### src/rtl/sof_gate_pkg.sv
package sof_gate_pkg;
   typedef enum logic [1:0] {
      GS_DISCARD = 2'd0,
      GS_WAIT    = 2'd1,
      GS_FWD     = 2'd2
   } gate_state_e;
endpackage

### src/rtl/gate_en_sync.sv
module gate_en_sync (
   input  logic clk,
   input  logic rst,
   input  logic en_i,
   input  logic stall_i,
   output logic en_q
);
   // single register, frozen while a forwarded beat waits downstream
   always_ff @(posedge clk) begin
      if (rst)           en_q <= 1'b0;
      else if (!stall_i) en_q <= en_i;
   end
endmodule

### src/rtl/gate_ctrl.sv
module gate_ctrl
   import sof_gate_pkg::*;
#(
   parameter bit STOP_ON_LINE_END = 1'b0
) (
   input  logic        clk,
   input  logic        rst,
   input  logic        en_q,
   input  logic        s_valid,
   input  logic        s_sof,
   input  logic        s_last,
   input  logic        m_ready,
   output logic        pass_o,
   output gate_state_e state_o
);
   gate_state_e st, st_nx;
   logic        line_stop;

   // pass_o: present the current beat to the sink this cycle
   always_comb begin
      unique case (st)
         GS_FWD:  pass_o = !(!en_q && s_sof);
         GS_WAIT: pass_o = en_q && s_sof;
         default: pass_o = 1'b0;
      endcase
   end

   generate
      if (STOP_ON_LINE_END) begin : g_line_stop
         assign line_stop = !en_q && s_valid && m_ready && s_last;
      end else begin : g_frame_stop
         assign line_stop = 1'b0;
      end
   endgenerate

   always_comb begin
      st_nx = st;
      unique case (st)
         GS_DISCARD: if (en_q) st_nx = GS_WAIT;
         GS_WAIT: begin
            if (!en_q)                            st_nx = GS_DISCARD;
            else if (s_valid && s_sof && m_ready) st_nx = GS_FWD;
         end
         GS_FWD: begin
            if (!en_q && s_valid && s_sof) st_nx = GS_DISCARD;
            else if (line_stop)            st_nx = GS_DISCARD;
         end
         default: st_nx = GS_DISCARD;
      endcase
   end

   always_ff @(posedge clk) begin
      if (rst) st <= GS_DISCARD;
      else     st <= st_nx;
   end

   assign state_o = st;
endmodule

### src/rtl/gate_drop_cnt.sv
module gate_drop_cnt #(
   parameter int CNT_W = 8
) (
   input  logic             clk,
   input  logic             rst,
   input  logic             bump_i,
   output logic [CNT_W-1:0] count_o
);
   localparam logic [CNT_W-1:0] CNT_MAX = {CNT_W{1'b1}};

   always_ff @(posedge clk) begin
      if (rst)                              count_o <= '0;
      else if (bump_i && count_o != CNT_MAX) count_o <= count_o + 1'b1;
   end
endmodule

### src/rtl/sof_branch_gate.sv
module sof_branch_gate
   import sof_gate_pkg::*;
#(
   parameter int DATA_W           = 24,
   parameter int USER_W           = 1,
   parameter int CNT_W            = 8,
   parameter bit STOP_ON_LINE_END = 1'b0
) (
   input  logic              clk,
   input  logic              rst,
   input  logic              en_i,
   input  logic [DATA_W-1:0] s_tdata,
   input  logic [USER_W-1:0] s_tuser,
   input  logic              s_tlast,
   input  logic              s_tvalid,
   output logic              s_tready,
   output logic [DATA_W-1:0] m_tdata,
   output logic [USER_W-1:0] m_tuser,
   output logic              m_tlast,
   output logic              m_tvalid,
   input  logic              m_tready,
   output logic [1:0]        status_o,
   output logic [CNT_W-1:0]  drop_cnt_o
);
   generate
      if (DATA_W < 1) begin : g_bad_data
         $error("sof_branch_gate: DATA_W must be at least 1");
      end
      if (USER_W < 1) begin : g_bad_user
         $error("sof_branch_gate: USER_W must be at least 1");
      end
      if (CNT_W < 1 || CNT_W > 32) begin : g_bad_cnt
         $error("sof_branch_gate: CNT_W must be 1..32");
      end
   endgenerate

   logic        en_q;
   logic        pass;
   logic        stall;
   gate_state_e st;

   assign stall = m_tvalid && !m_tready;

   gate_en_sync u_en (
      .clk     (clk),
      .rst     (rst),
      .en_i    (en_i),
      .stall_i (stall),
      .en_q    (en_q)
   );

   gate_ctrl #(.STOP_ON_LINE_END(STOP_ON_LINE_END)) u_ctrl (
      .clk     (clk),
      .rst     (rst),
      .en_q    (en_q),
      .s_valid (s_tvalid),
      .s_sof   (s_tuser[0]),
      .s_last  (s_tlast),
      .m_ready (m_tready),
      .pass_o  (pass),
      .state_o (st)
   );

   gate_drop_cnt #(.CNT_W(CNT_W)) u_drop (
      .clk     (clk),
      .rst     (rst),
      .bump_i  (s_tvalid && !pass && s_tuser[0]),
      .count_o (drop_cnt_o)
   );

   assign s_tready = pass ? m_tready : 1'b1;
   assign m_tvalid = pass && s_tvalid;
   assign m_tdata  = s_tdata;
   assign m_tuser  = s_tuser;
   assign m_tlast  = s_tlast;
   assign status_o = st;
endmodule

### config.mk
export PLATFORM = sky130hd
export DESIGN_NAME = sof_branch_gate
export DESIGN_NICKNAME = d
export VERILOG_FILES = /design/src/rtl/sof_gate_pkg.sv /design/src/rtl/gate_en_sync.sv /design/src/rtl/gate_ctrl.sv /design/src/rtl/gate_drop_cnt.sv /design/src/rtl/sof_branch_gate.sv
export SDC_FILE = /design/constraint.sdc
export NUM_CORES = 1
export LEC_CHECK = 0
export BUFFER_PORTS_ARGS = -buffer_cell sky130_fd_sc_hd__buf_2
export CAP_MARGIN = 30
export CORE_MARGIN = 4
export CORE_UTILIZATION = 39
export DETAILED_ROUTE_END_ITERATION = 10
export GPL_TIMING_DRIVEN = 0
export PLACE_DENSITY_LB_ADDON = 0.05
export SKIP_LAST_GASP = 1
export SLEW_MARGIN = 25
export SYNTH_ARGS = -nofsm -noshare
export SYNTH_HDL_FRONTEND = slang
export SYNTH_SLANG_ARGS = --single-unit
### constraint.sdc
create_clock -name clk -period 1.65 [get_ports clk]
set_input_delay 0.33 -clock clk [delete_from_list [all_inputs] [get_ports clk]]
set_output_delay 0.33 -clock clk [all_outputs]
set_load 0.01 [all_outputs]
==> results of run 1 <==
## metal layers
metal,vias to the layer above,routed length (um),global-route usage [%]
li1,447,-,-
met4,0,53,9.375
met1,400,884,16.48
met5,-,0,0
met3,5,183,2.098
met2,49,1108,27.20
## final cells by class
class,instances,area share [%]
inverter,4,1.435
multi-input combinational,61,40.29
buffer,27,15.22
tap,27,2.584
clock buffer,4,2.010
sequential,11,17.42
timing repair buffer,50,21.05
## power by group through the flow
stage / sequential, uW / combinational, uW / clock [uW]
floorplan: 304 / 171 / 0
global placement: 301 / 248 / 0
detailed placement: 300 / 252 / 0
CTS: 299 / 347 / 194
global route: 301 / 405 / 203
finish: 298 / 368 / 188
## stage by stage
step | power (uW) | setup WS [ns] | cells | TNS, ns | util, %
floorplan | 475.3 | 0.08575 | 103 | 0 | -
global placement | 549.0 | 0.003610 | 173 | 0 | 55.02
detailed placement | 551.5 | -0.03883 | 173 | -0.03883 | 55.02
CTS | 840.9 | -0.07747 | 184 | -0.1764 | 62.19
global route | 908.2 | -0.1435 | 184 | -0.4740 | 64.03
finish | 854.5 | -0.09695 | 184 | -0.1762 | 64.03
## path summary, 6_finish.rpt
path                     startpoint                end  slack, ns
setup / recovery  u_ctrl.state_o[0]           m_tvalid       -0.1
setup reg to reg  u_ctrl.state_o[0]  u_drop.count_o[7]       0.01
hold reg to reg   u_ctrl.state_o[1]  u_ctrl.state_o[1]       0.55
hold / removal                 en_i          u_en.en_q       0.30
## worst register-to-register path, stage by stage (launching register included)
cell and delay, ns:
sky130_fd_sc_hd__dfxtp_4 0.36, sky130_fd_sc_hd__clkinvlp_4 0.13, sky130_fd_sc_hd__ha_4 0.30, sky130_fd_sc_hd__buf_4 0.11, sky130_fd_sc_hd__o211a_4 0.20, sky130_fd_sc_hd__nor2_4 0.06, sky130_fd_sc_hd__and4bb_1 0.18, sky130_fd_sc_hd__a211oi_1 0.21
## cells in the mapped netlist (2+ instances only)
cell type / n / share of area (%)
sky130_fd_sc_hd__nor4_1: 2 / 1.4
sky130_fd_sc_hd__nor2b_1: 2 / 1.4
sky130_fd_sc_hd__dfxtp_1: 11 / 25
sky130_fd_sc_hd__buf_4: 26 / 22
sky130_fd_sc_hd__nand4_1: 3 / 2.1
sky130_fd_sc_hd__nand2_1: 4 / 1.7
sky130_fd_sc_hd__nand3_1: 4 / 2.3
sky130_fd_sc_hd__a211oi_1: 3 / 2.6
sky130_fd_sc_hd__nor3b_1: 2 / 1.7
sky130_fd_sc_hd__a31oi_1: 3 / 2.1
sky130_fd_sc_hd__ha_1: 5 / 7.2
sky130_fd_sc_hd__mux2i_1: 3 / 3.4
sky130_fd_sc_hd__nor3_1: 2 / 1.1
sky130_fd_sc_hd__inv_1: 4 / 1.7
sky130_fd_sc_hd__nor2_1: 13 / 5.6
## sequential cells by signal, indices dropped and copies added (netlist names)
register,count
u_drop.count_o,8
u_en.en_q,1
u_ctrl.state_o,2
## timing repair
item	in CTS	in global routing
buffers inserted	7	0
hold endpoints to repair	0	0
pin swaps	6	13
cloned	0	0
endpoints found under the setup margin	4	12
gates resized for setup	15	8
## logic make-up after synthesis
| kind of cell | after synthesis |
|---|---|
| AND/OR/NAND/NOR | 39 |
| buffers and inverters | 31 |
| AO/OA/AOI/OAI | 13 |
| flip-flops | 11 |
| adder cells (fa/ha/maj) | 5 |
| multiplexers | 3 |
| XOR/XNOR | 1 |
==> flow_summary_export.csv, run 1 <==
group,metric,value,unit
outcome,run_status,"complete, but fails checks",
outcome,failed_checks,"negative setup slack",
synth,mux_contribution_to_synthesized_area,3.433,%
worst_setup_path,critical-path-slowest-cell,"sky130_fd_sc_hd__dfxtp_4",
synth,dominant_combinational_cell_family_by_area_after_synthesis,"simple AND/OR/NAND/NOR gates",
sta,grt_setup_unrepaired,"yes",
global_route,grtUsageTotal,15.14,%
power_and_ir_drop,power_density,653.5,nW/um^2
job,max_cap_viols,0,
synth,synth-xor-area-share,1.001,%
global_route,wire_length_of_the_first_global_routing_pass,3877,um
die,floorplan.die.height,55.36,um
worst_setup_path,max_stage_delay,0.36,ns
power_and_ir_drop,intPower,581.5,uW
power_and_ir_drop,part_of_the_total_power_dissipated_in_the_clock_network,22.0,%
synth,syn_nets,139,
worst_setup_path,worst-path-buf-inv,2,
clocking,cts-buffers-inserted,3,
worst_setup_path,worst_setup_path_end_kind,"output pin",
drt,route.detailed.drc,0,
worst_setup_path,worst_ep_arrival,1.42,ns
synth,yosys_register_bits,11,
worst_setup_path,crit_path_cell_trace,"clkinvlp_4, ha_4, a21o_1, and4_1, buf_2",
synth,yosys.area_share.simple,25.61,%
clocking,cts-root-buf,"sky130_fd_sc_hd__clkbuf_4",
clocking,later_pin_clock_latency_in_the_skew_report,0.27,ns
die,row_count,16,
synth,synth_compound_gate_area_share,13.16,%
clocking,tritoncts_num_sinks,11,
finish,nFillCells,178,
finish,multiInputGateArea,526.8,um^2
global_route,first_global_vias,938,
sta,relSlewSlack,67.45,%
placement,gp_congestion,0.7993,
finish,drive_gt1_share,62.42,%
worst_setup_path,timing.critical_path.required,1.32,ns
synth,synth-seq-area-share,25.18,%
power_and_ir_drop,static-leakage-power,0.0006310,uW
placement,placedInstanceArea,1124,um^2
synth,synth.lib_cells_used.distinct,31,
power_and_ir_drop,p_comb_share,43.1,%
worst_setup_path,worstSetupPathDepth,5,
drt,detail_route_antenna_nets,0,
synth,number_of_enable_type_register_cells_in_the_synthesized_netlist,0,
power_and_ir_drop,worst_ir_drop_vdd,462.7,uV
clocking,cts-hold-fix-buffers,0,
power_and_ir_drop,power.switching,273.0,uW
finish,mostFrequentLayoutCell,"sky130_fd_sc_hd__buf_2",
finish,num-nets-final,194,
clocking,cts-htree-levels,1,
drt,wl,2230,um
sta,report.final.hold_viol_count,0,
worst_setup_path,cp_top_family,"flip-flops",
sta,final_max_slew_viol_count,0,
sta,setup-violations-final,2,
sta,fin_crit_sh,105.9,%
die,initial_utilization,42.83,%
worst_setup_path,worst_setup_path_start_kind,"flip-flop",
sta,tightest_slew,0.4882,ns
synth,synth.avg_cell_area,8.491,um^2
sta,fin_skew,0.004075,ns
clocking,cts_tree,"yes",
drt,drtPass1Iterations,4,
clocking,clkTransAtPathRegs,0.07,ns
die,core_area,2042,um^2
synth,syn_area,874.6,um^2
die,fp.dieW,55.36,um
finish,layout_common_cells,"sky130_fd_sc_hd__buf_2 (43), sky130_fd_sc_hd__buf_4 (31), sky130_fd_sc_hd__nor2_1 (12), sky130_fd_sc_hd__dfxtp_1 (9)",
synth,syn-instance-count,103,
finish,final-seq-area,227.7,um^2
global_route,grt_max_degree,11,
placement,post-dp-hpwl,1625,um
sta,finalCriticalPeriod,1.747,ns
worst_setup_path,crit_type,"reg -> out",
worst_setup_path,worst_r2r_path_depth,7,
drt,route.detailed.vias_per_inst,4.897,
finish,antenna_cells,0,
drt,routed_wire_length_per_instance,12.12,um
global_route,antenna_found_initial,0,
die,design.die.area,3064,um^2
finish,area_growth_syn_to_layout,49.50,%
sta,fin_ws,-0.09695,ns
die,boundaryPins,69,
global_route,grt_overflow_total,0,
synth,async_flop_share,0,%
worst_setup_path,cp_max_fo,3,
synth,synthesis.yosys.warnings,0,
finish,layout.cell_area.non_filler,1308,um^2
power_and_ir_drop,seq_power_share,34.9,%
sta,max_freq,572.4,MHz
min_path,worst_hold_path_stage_count,3,
min_path,min-delay-path-class,"in -> reg",
synth,postSynth.topFlopCell,"sky130_fd_sc_hd__dfxtp_1",
placement,buffer_ports.inserted,43,
clocking,clock_tree.buffer_depth,2,
power_and_ir_drop,power.switching_fraction,31.95,%
drt,vias,901,
drt,drtIter0Drc,9,
sta,holdWs,0.2996,ns
synth,post_synth_fa_ha_maj_area_fraction,7.153,%
No activity file was read; power rests on OpenSTA's default activity.
==> run 2, diff against run 1 <==
==> constraint.sdc (replaced) <==
create_clock -name clk -period 1.7 [get_ports clk]
set_input_delay 0.34 -clock clk [delete_from_list [all_inputs] [get_ports clk]]
set_output_delay 0.34 -clock clk [all_outputs]
set_load 0.01 [all_outputs]
==> flow_summary_export.csv, run 2 (synthesis gave the netlist of run 1 again) <==
group,metric,value,unit
finish,instances_no_fill,184,
placement,gp_congestion,0.7993,
sta,fin_crit_sh,102.8,%
min_path,hold_path.startpoint,"en_i",
sta,fin_ws,-0.04704,ns
min_path,worst_hold_path_stage_count,3,
finish,layout.cell_area.non_filler,1296,um^2
finish,num-nets-final,194,
finish,final-seq-area,225.2,um^2
worst_setup_path,crit_type,"reg -> out",
global_route,wire_length_of_the_first_global_routing_pass,3808,um
power_and_ir_drop,worst_ir_drop_vdd,400.3,uV
die,floorplan.die.height,55.36,um
worst_setup_path,rr_startpoint,"u_ctrl.state_o[0]",
drt,routed_wire_length_per_instance,12.59,um
power_and_ir_drop,power_density,632.0,nW/um^2
finish,drive_gt1_share,62.42,%
die,fp.dieW,55.36,um
worst_setup_path,worst_setup_path_start_kind,"flip-flop",
sta,grt_setup_unrepaired,"yes",
worst_setup_path,worst_setup_path_end_kind,"output pin",
placement,number_of_placed_instances_with_taps_included,173,
finish,nFillCells,185,
die,design.die.area,3064,um^2
min_path,hold_path_end,"u_en.en_q",
finish,antenna_cells,0,
power_and_ir_drop,seq_power_share,35.5,%
clocking,clock_tree.buffer_depth,2,
placement,buffer_ports.inserted,43,
clocking,cts-hold-fix-buffers,0,
sta,setup_total_negative_slack,-0.07186,ns
global_route,grt_overflow_total,0,
worst_setup_path,crit_path_cell_trace,"clkinvlp_4, ha_4, a21o_1, and4_1, buf_2",
finish,mostFrequentLayoutCell,"sky130_fd_sc_hd__buf_2",
clocking,later_pin_clock_latency_in_the_skew_report,0.27,ns
outcome,failed_checks,"negative setup slack",
worst_setup_path,worst_r2r_path_depth,7,
worst_setup_path,cp_max_fo,3,
drt,wl,2316,um
sta,relSlewSlack,65.47,%
placement,placedInstanceArea,1124,um^2
finish,largest_register_ff_count,8,
finish,layout_common_cells,"sky130_fd_sc_hd__buf_2 (43), sky130_fd_sc_hd__buf_4 (32), sky130_fd_sc_hd__nor2_1 (12), sky130_fd_sc_hd__dfxtp_1 (9)",
sta,setup-violations-final,2,
die,core_area,2042,um^2
global_route,first_global_vias,932,
min_path,min-delay-path-class,"in -> reg",
finish,largest-register,"u_drop.count_o",
worst_setup_path,worst-path-buf-inv,2,
drt,route.detailed.drc,0,
worst_setup_path,reg2reg_to,"u_drop.count_o[7]",
die,row_count,16,
power_and_ir_drop,part_of_the_total_power_dissipated_in_the_clock_network,22.1,%
worst_setup_path,worst_ep_arrival,1.41,ns
worst_setup_path,cp_top_family,"flip-flops",
die,boundaryPins,69,
job,max_cap_viols,0,
power_and_ir_drop,static-leakage-power,0.0006290,uW
drt,drtIter0Drc,11,
finish,area_growth_syn_to_layout,48.21,%
worst_setup_path,max_stage_delay,0.36,ns
drt,route.detailed.vias_per_inst,5.000,
worst_setup_path,timing.critical_path.required,1.36,ns
drt,detail_route_antenna_nets,0,
power_and_ir_drop,power.switching_fraction,31.89,%
sta,tightest_slew,0.5180,ns
clocking,clkTransAtPathRegs,0.07,ns
clocking,cts_tree,"yes",
sta,final_max_slew_viol_count,0,
finish,multiInputGateArea,521.8,um^2
worst_setup_path,reg2reg_setup_slack,0.05,ns
drt,drtPass1Iterations,4,
clocking,cts-htree-levels,1,
placement,post-dp-hpwl,1625,um
sta,report.final.hold_viol_count,0,
die,initial_utilization,42.83,%
clocking,cts-buffers-inserted,3,
finish,post-route-util,63.48,%
sta,fin_skew,0.001940,ns
sta,finalCriticalPeriod,1.747,ns
drt,vias,920,
clocking,cts-root-buf,"sky130_fd_sc_hd__clkbuf_4",
global_route,grt_max_degree,11,
global_route,grtUsageTotal,14.79,%
power_and_ir_drop,power.switching,261.3,uW
power_and_ir_drop,p_comb_share,42.4,%
worst_setup_path,critical-path-slowest-cell,"sky130_fd_sc_hd__dfxtp_4",
global_route,antenna_found_initial,0,
outcome,run_status,"complete, but fails checks",
clocking,tritoncts_num_sinks,11,
sta,max_freq,572.4,MHz
power_and_ir_drop,intPower,558.0,uW
==> run 2: per-layer routing <==
| metal | global-route usage [%] | share of wire (%) | vias up |
|---|---|---|---|
| met1 | 16.04 | 40 | 422 |
| met4 | 9.375 | 1.1 | 0 |
| met2 | 26.52 | 51 | 47 |
| met5 | 0 | 0 | - |
| met3 | 2.098 | 7.8 | 2 |
| li1 | - | - | 449 |
==> run 2: metrics by stage <==
stage / hold slack (ns) / total power, uW / worst slack [ns]
final: 0.3245 / 819.3 / -0.04704
after global routing: 0.3428 / 870.0 / -0.1035
after CTS: 0.3086 / 814.9 / -0.03747
after detailed placement: 0.4922 / 535.3 / 0.01117
after global placement: 0.4938 / 532.9 / 0.05361
after floorplan: 0.4872 / 461.4 / 0.1357
==> run 2: worst min-delay path: cells and delay by family <==
family                 cells  cell delay, ns
and+or+nand+nor            1            0.07
buffers and inverters      1            0.08
muxes                      1            0.06
==> run 2: how the worst max path moves through the flow <==
stage | start | to | depth (start not counted)
after detailed placement | u_ctrl.state_o[0] | u_drop.count_o[4] | 6
after global routing | u_ctrl.state_o[0] | s_tready | 5
after CTS | u_ctrl.state_o[0] | m_tvalid | 5
after global placement | u_ctrl.state_o[0] | u_drop.count_o[6] | 6
final | u_ctrl.state_o[0] | m_tvalid | 5
after floorplan | u_ctrl.state_o[0] | u_drop.count_o[6] | 6
==> run 2: layout make-up <==
cell class / count / area share, %
multi-input cells: 61 / 40.25
flip-flops and latches: 11 / 17.37
inverters: 4 / 1.448
well taps: 27 / 2.606
clock buffers: 4 / 2.027
repair buffers: 50 / 20.95
plain buffers: 27 / 15.35
==> run 2: power groups by stage <==
stage          Sequential, uW  Combinational (uW)  Clock [uW]
6_report                  291                 347         181
3_3_place_gp              292                 241           0
4_1_cts                   290                 336         189
3_5_place_dp              291                 244           0
2_1_floorplan             295                 166           0
5_1_grt                   293                 378         199
==> run 2: what timing repair did <==
item,CTS,global route
pin swaps,6,6
buffers inserted,6,1
setup endpoints to repair,3,9
resized for setup,13,7
endpoints found under the hold margin,0,0
==> run 3, diff against run 2 <==
--- a/config.mk
+++ b/config.mk
@@ -7,11 +7,14 @@
 export LEC_CHECK = 0
 export BUFFER_PORTS_ARGS = -buffer_cell sky130_fd_sc_hd__buf_2
 export CAP_MARGIN = 30
+export CELL_PAD_IN_SITES_DETAIL_PLACEMENT = 1
+export CELL_PAD_IN_SITES_GLOBAL_PLACEMENT = 2
 export CORE_MARGIN = 4
-export CORE_UTILIZATION = 39
+export CORE_UTILIZATION = 19
 export DETAILED_ROUTE_END_ITERATION = 10
 export GPL_TIMING_DRIVEN = 0
 export PLACE_DENSITY_LB_ADDON = 0.05
+export RECOVER_POWER = 25
 export SKIP_LAST_GASP = 1
 export SLEW_MARGIN = 25
 export SYNTH_ARGS = -nofsm -noshare
==> flow_summary_export.csv, run 3 (synthesis gave the netlist of run 1 again) <==
group,metric,value,unit
finish,num-nets-final,191,
placement,post-dp-hpwl,2162,um
finish,antenna_cells,0,
drt,wl,2785,um
drt,drtIter0Drc,11,
global_route,first_global_vias,908,
die,boundaryPins,69,
global_route,wire_length_of_the_first_global_routing_pass,4043,um
clocking,clock_tree.buffer_depth,2,
clocking,clkTransAtPathRegs,0.06,ns
drt,routed_wire_length_per_instance,13.52,um
worst_setup_path,rr_startpoint,"u_ctrl.state_o[1]",
power_and_ir_drop,worst_ir_drop_vdd,187.7,uV
worst_setup_path,cp_max_fo,5,
worst_setup_path,timing.critical_path.required,1.36,ns
worst_setup_path,worst_setup_path_start_kind,"flip-flop",
finish,final-seq-area,227.7,um^2
min_path,min-delay-path-class,"in -> reg",
min_path,worst_hold_path_stage_count,3,
sta,setup-violations-final,0,
sta,report.final.hold_viol_count,0,
min_path,hold_path.startpoint,"en_i",
worst_setup_path,max_stage_delay,0.38,ns
worst_setup_path,crit_type,"reg -> out",
sta,grt_setup_unrepaired,"yes",
worst_setup_path,worst_setup_path_end_kind,"output pin",
clocking,cts-hold-fix-buffers,0,
clocking,cts-htree-levels,1,
sta,max_freq,606.8,MHz
die,design.die.area,5752,um^2
finish,multiInputGateArea,493.0,um^2
job,max_cap_viols,0,
placement,buffer_ports.inserted,43,
outcome,run_status,"complete, no violations",
finish,mostFrequentLayoutCell,"sky130_fd_sc_hd__buf_2",
global_route,grtUsageTotal,9.523,%
finish,layout_common_cells,"sky130_fd_sc_hd__buf_2 (32), sky130_fd_sc_hd__buf_4 (28), sky130_fd_sc_hd__clkbuf_1 (12), sky130_fd_sc_hd__nor2_1 (12), sky130_fd_sc_hd__dfxtp_1 (9)",
finish,area_growth_syn_to_layout,47.78,%
worst_setup_path,critical-path-slowest-cell,"sky130_fd_sc_hd__dfxtp_4",
finish,drive_gt1_share,52.60,%
drt,vias,926,
worst_setup_path,reg2reg_to,"u_drop.count_o[7]",
drt,route.detailed.vias_per_inst,4.495,
die,floorplan.die.height,75.85,um
placement,placedInstanceArea,1155,um^2
drt,detail_route_antenna_nets,0,
placement,number_of_placed_instances_with_taps_included,198,
clocking,cts-root-buf,"sky130_fd_sc_hd__clkbuf_8",
clocking,later_pin_clock_latency_in_the_skew_report,0.24,ns
finish,instances_no_fill,206,
finish,layout.cell_area.non_filler,1292,um^2
clocking,cts_tree,"yes",
sta,tightest_slew,0.5537,ns
clocking,cts-buffers-inserted,3,
sta,fin_crit_sh,96.93,%
die,fp.dieW,75.85,um
finish,nFillCells,554,
power_and_ir_drop,power_density,693.9,nW/um^2
sta,final_max_slew_viol_count,0,
sta,fin_skew,0.007409,ns
min_path,hold_path_end,"u_en.en_q",
die,initial_utilization,19.81,%
placement,gp_congestion,0.7032,
worst_setup_path,worst_ep_arrival,1.31,ns
worst_setup_path,worst_r2r_path_depth,7,
die,row_count,24,
finish,largest-register,"u_drop.count_o",
global_route,grt_max_degree,11,
die,core_area,4414,um^2
sta,finalCriticalPeriod,1.648,ns
finish,largest_register_ff_count,8,
global_route,grt_overflow_total,0,
sta,relSlewSlack,63.09,%
clocking,tritoncts_num_sinks,11,
power_and_ir_drop,static-leakage-power,0.0005947,uW
worst_setup_path,reg2reg_setup_slack,0.11,ns
drt,route.detailed.drc,0,
global_route,antenna_found_initial,0,
worst_setup_path,crit_path_cell_trace,"inv_4, ha_4, a21o_1, and4_1, buf_2",
drt,drtPass1Iterations,4,
run 3: where the power goes:
part	switching, uW	total [uW]	internal, uW
registers	25.0	300	275
logic	145	326	181
clock network	109	271	162
total	280	897	617
run 3: how the worst max path moves through the flow:
stage,startpoint,end,slack [ns],depth (start not counted)
after CTS,u_ctrl.state_o[0],m_tvalid,0.004,5
after global routing,u_ctrl.state_o[0],m_tvalid,-0.009,5
after floorplan,u_ctrl.state_o[0],u_drop.count_o[6],0.14,6
after detailed placement,u_ctrl.state_o[0],u_drop.count_o[6],-0.03,6
final,u_ctrl.state_o[0],m_tvalid,0.05,5
after global placement,u_ctrl.state_o[0],u_drop.count_o[6],0.009,6
run 3: critical path, delay by kind of cell, from the launching register on:
kind	cells	cell delay, ns
AND/OR/NAND/NOR	1	0.15
flip-flops	1	0.38
buffers and inverters	2	0.19
AO/OA/AOI/OAI	1	0.17
adder cells (fa/ha/maj)	1	0.17
run 3: cell type report:
class / count / area share (%)
plain buffers: 27 / 15.39
clock buffers: 3 / 3.195
clock inverters: 1 / 0.3872
inverters: 4 / 1.742
multi-input cells: 61 / 38.14
flip-flops and latches: 11 / 17.62
well taps: 52 / 5.034
repair buffers: 47 / 18.49
run 3: layer usage:
metal,wire length [um],global-route usage (%)
met1,1079,10.44
met2,1301,15.97
met3,314,1.715
met5,0,0
met4,90,7.573
run 3: metrics by stage:
step | setup TNS (ns) | hold WS [ns] | power, uW | setup WS, ns | util, %
final | 0 | 0.3384 | 896.8 | 0.05214 | 29.28
after global routing | -0.009239 | 0.3599 | 954.9 | -0.009239 | 29.28
after CTS | 0 | 0.3372 | 885.7 | 0.004439 | 28.74
after detailed placement | -0.02766 | 0.4978 | 542.8 | -0.02766 | 26.16
after global placement | 0 | 0.4871 | 540.4 | 0.008884 | 26.16
after floorplan | 0 | 0.4872 | 461.4 | 0.1357 | -
run 3: repair_timing:
action                                  CTS  global route
endpoints found under the setup margin    3             7
resized for setup                        14             6
pin swaps                                 3             3
setup buffers                             2             2
endpoints found under the hold margin     0             0
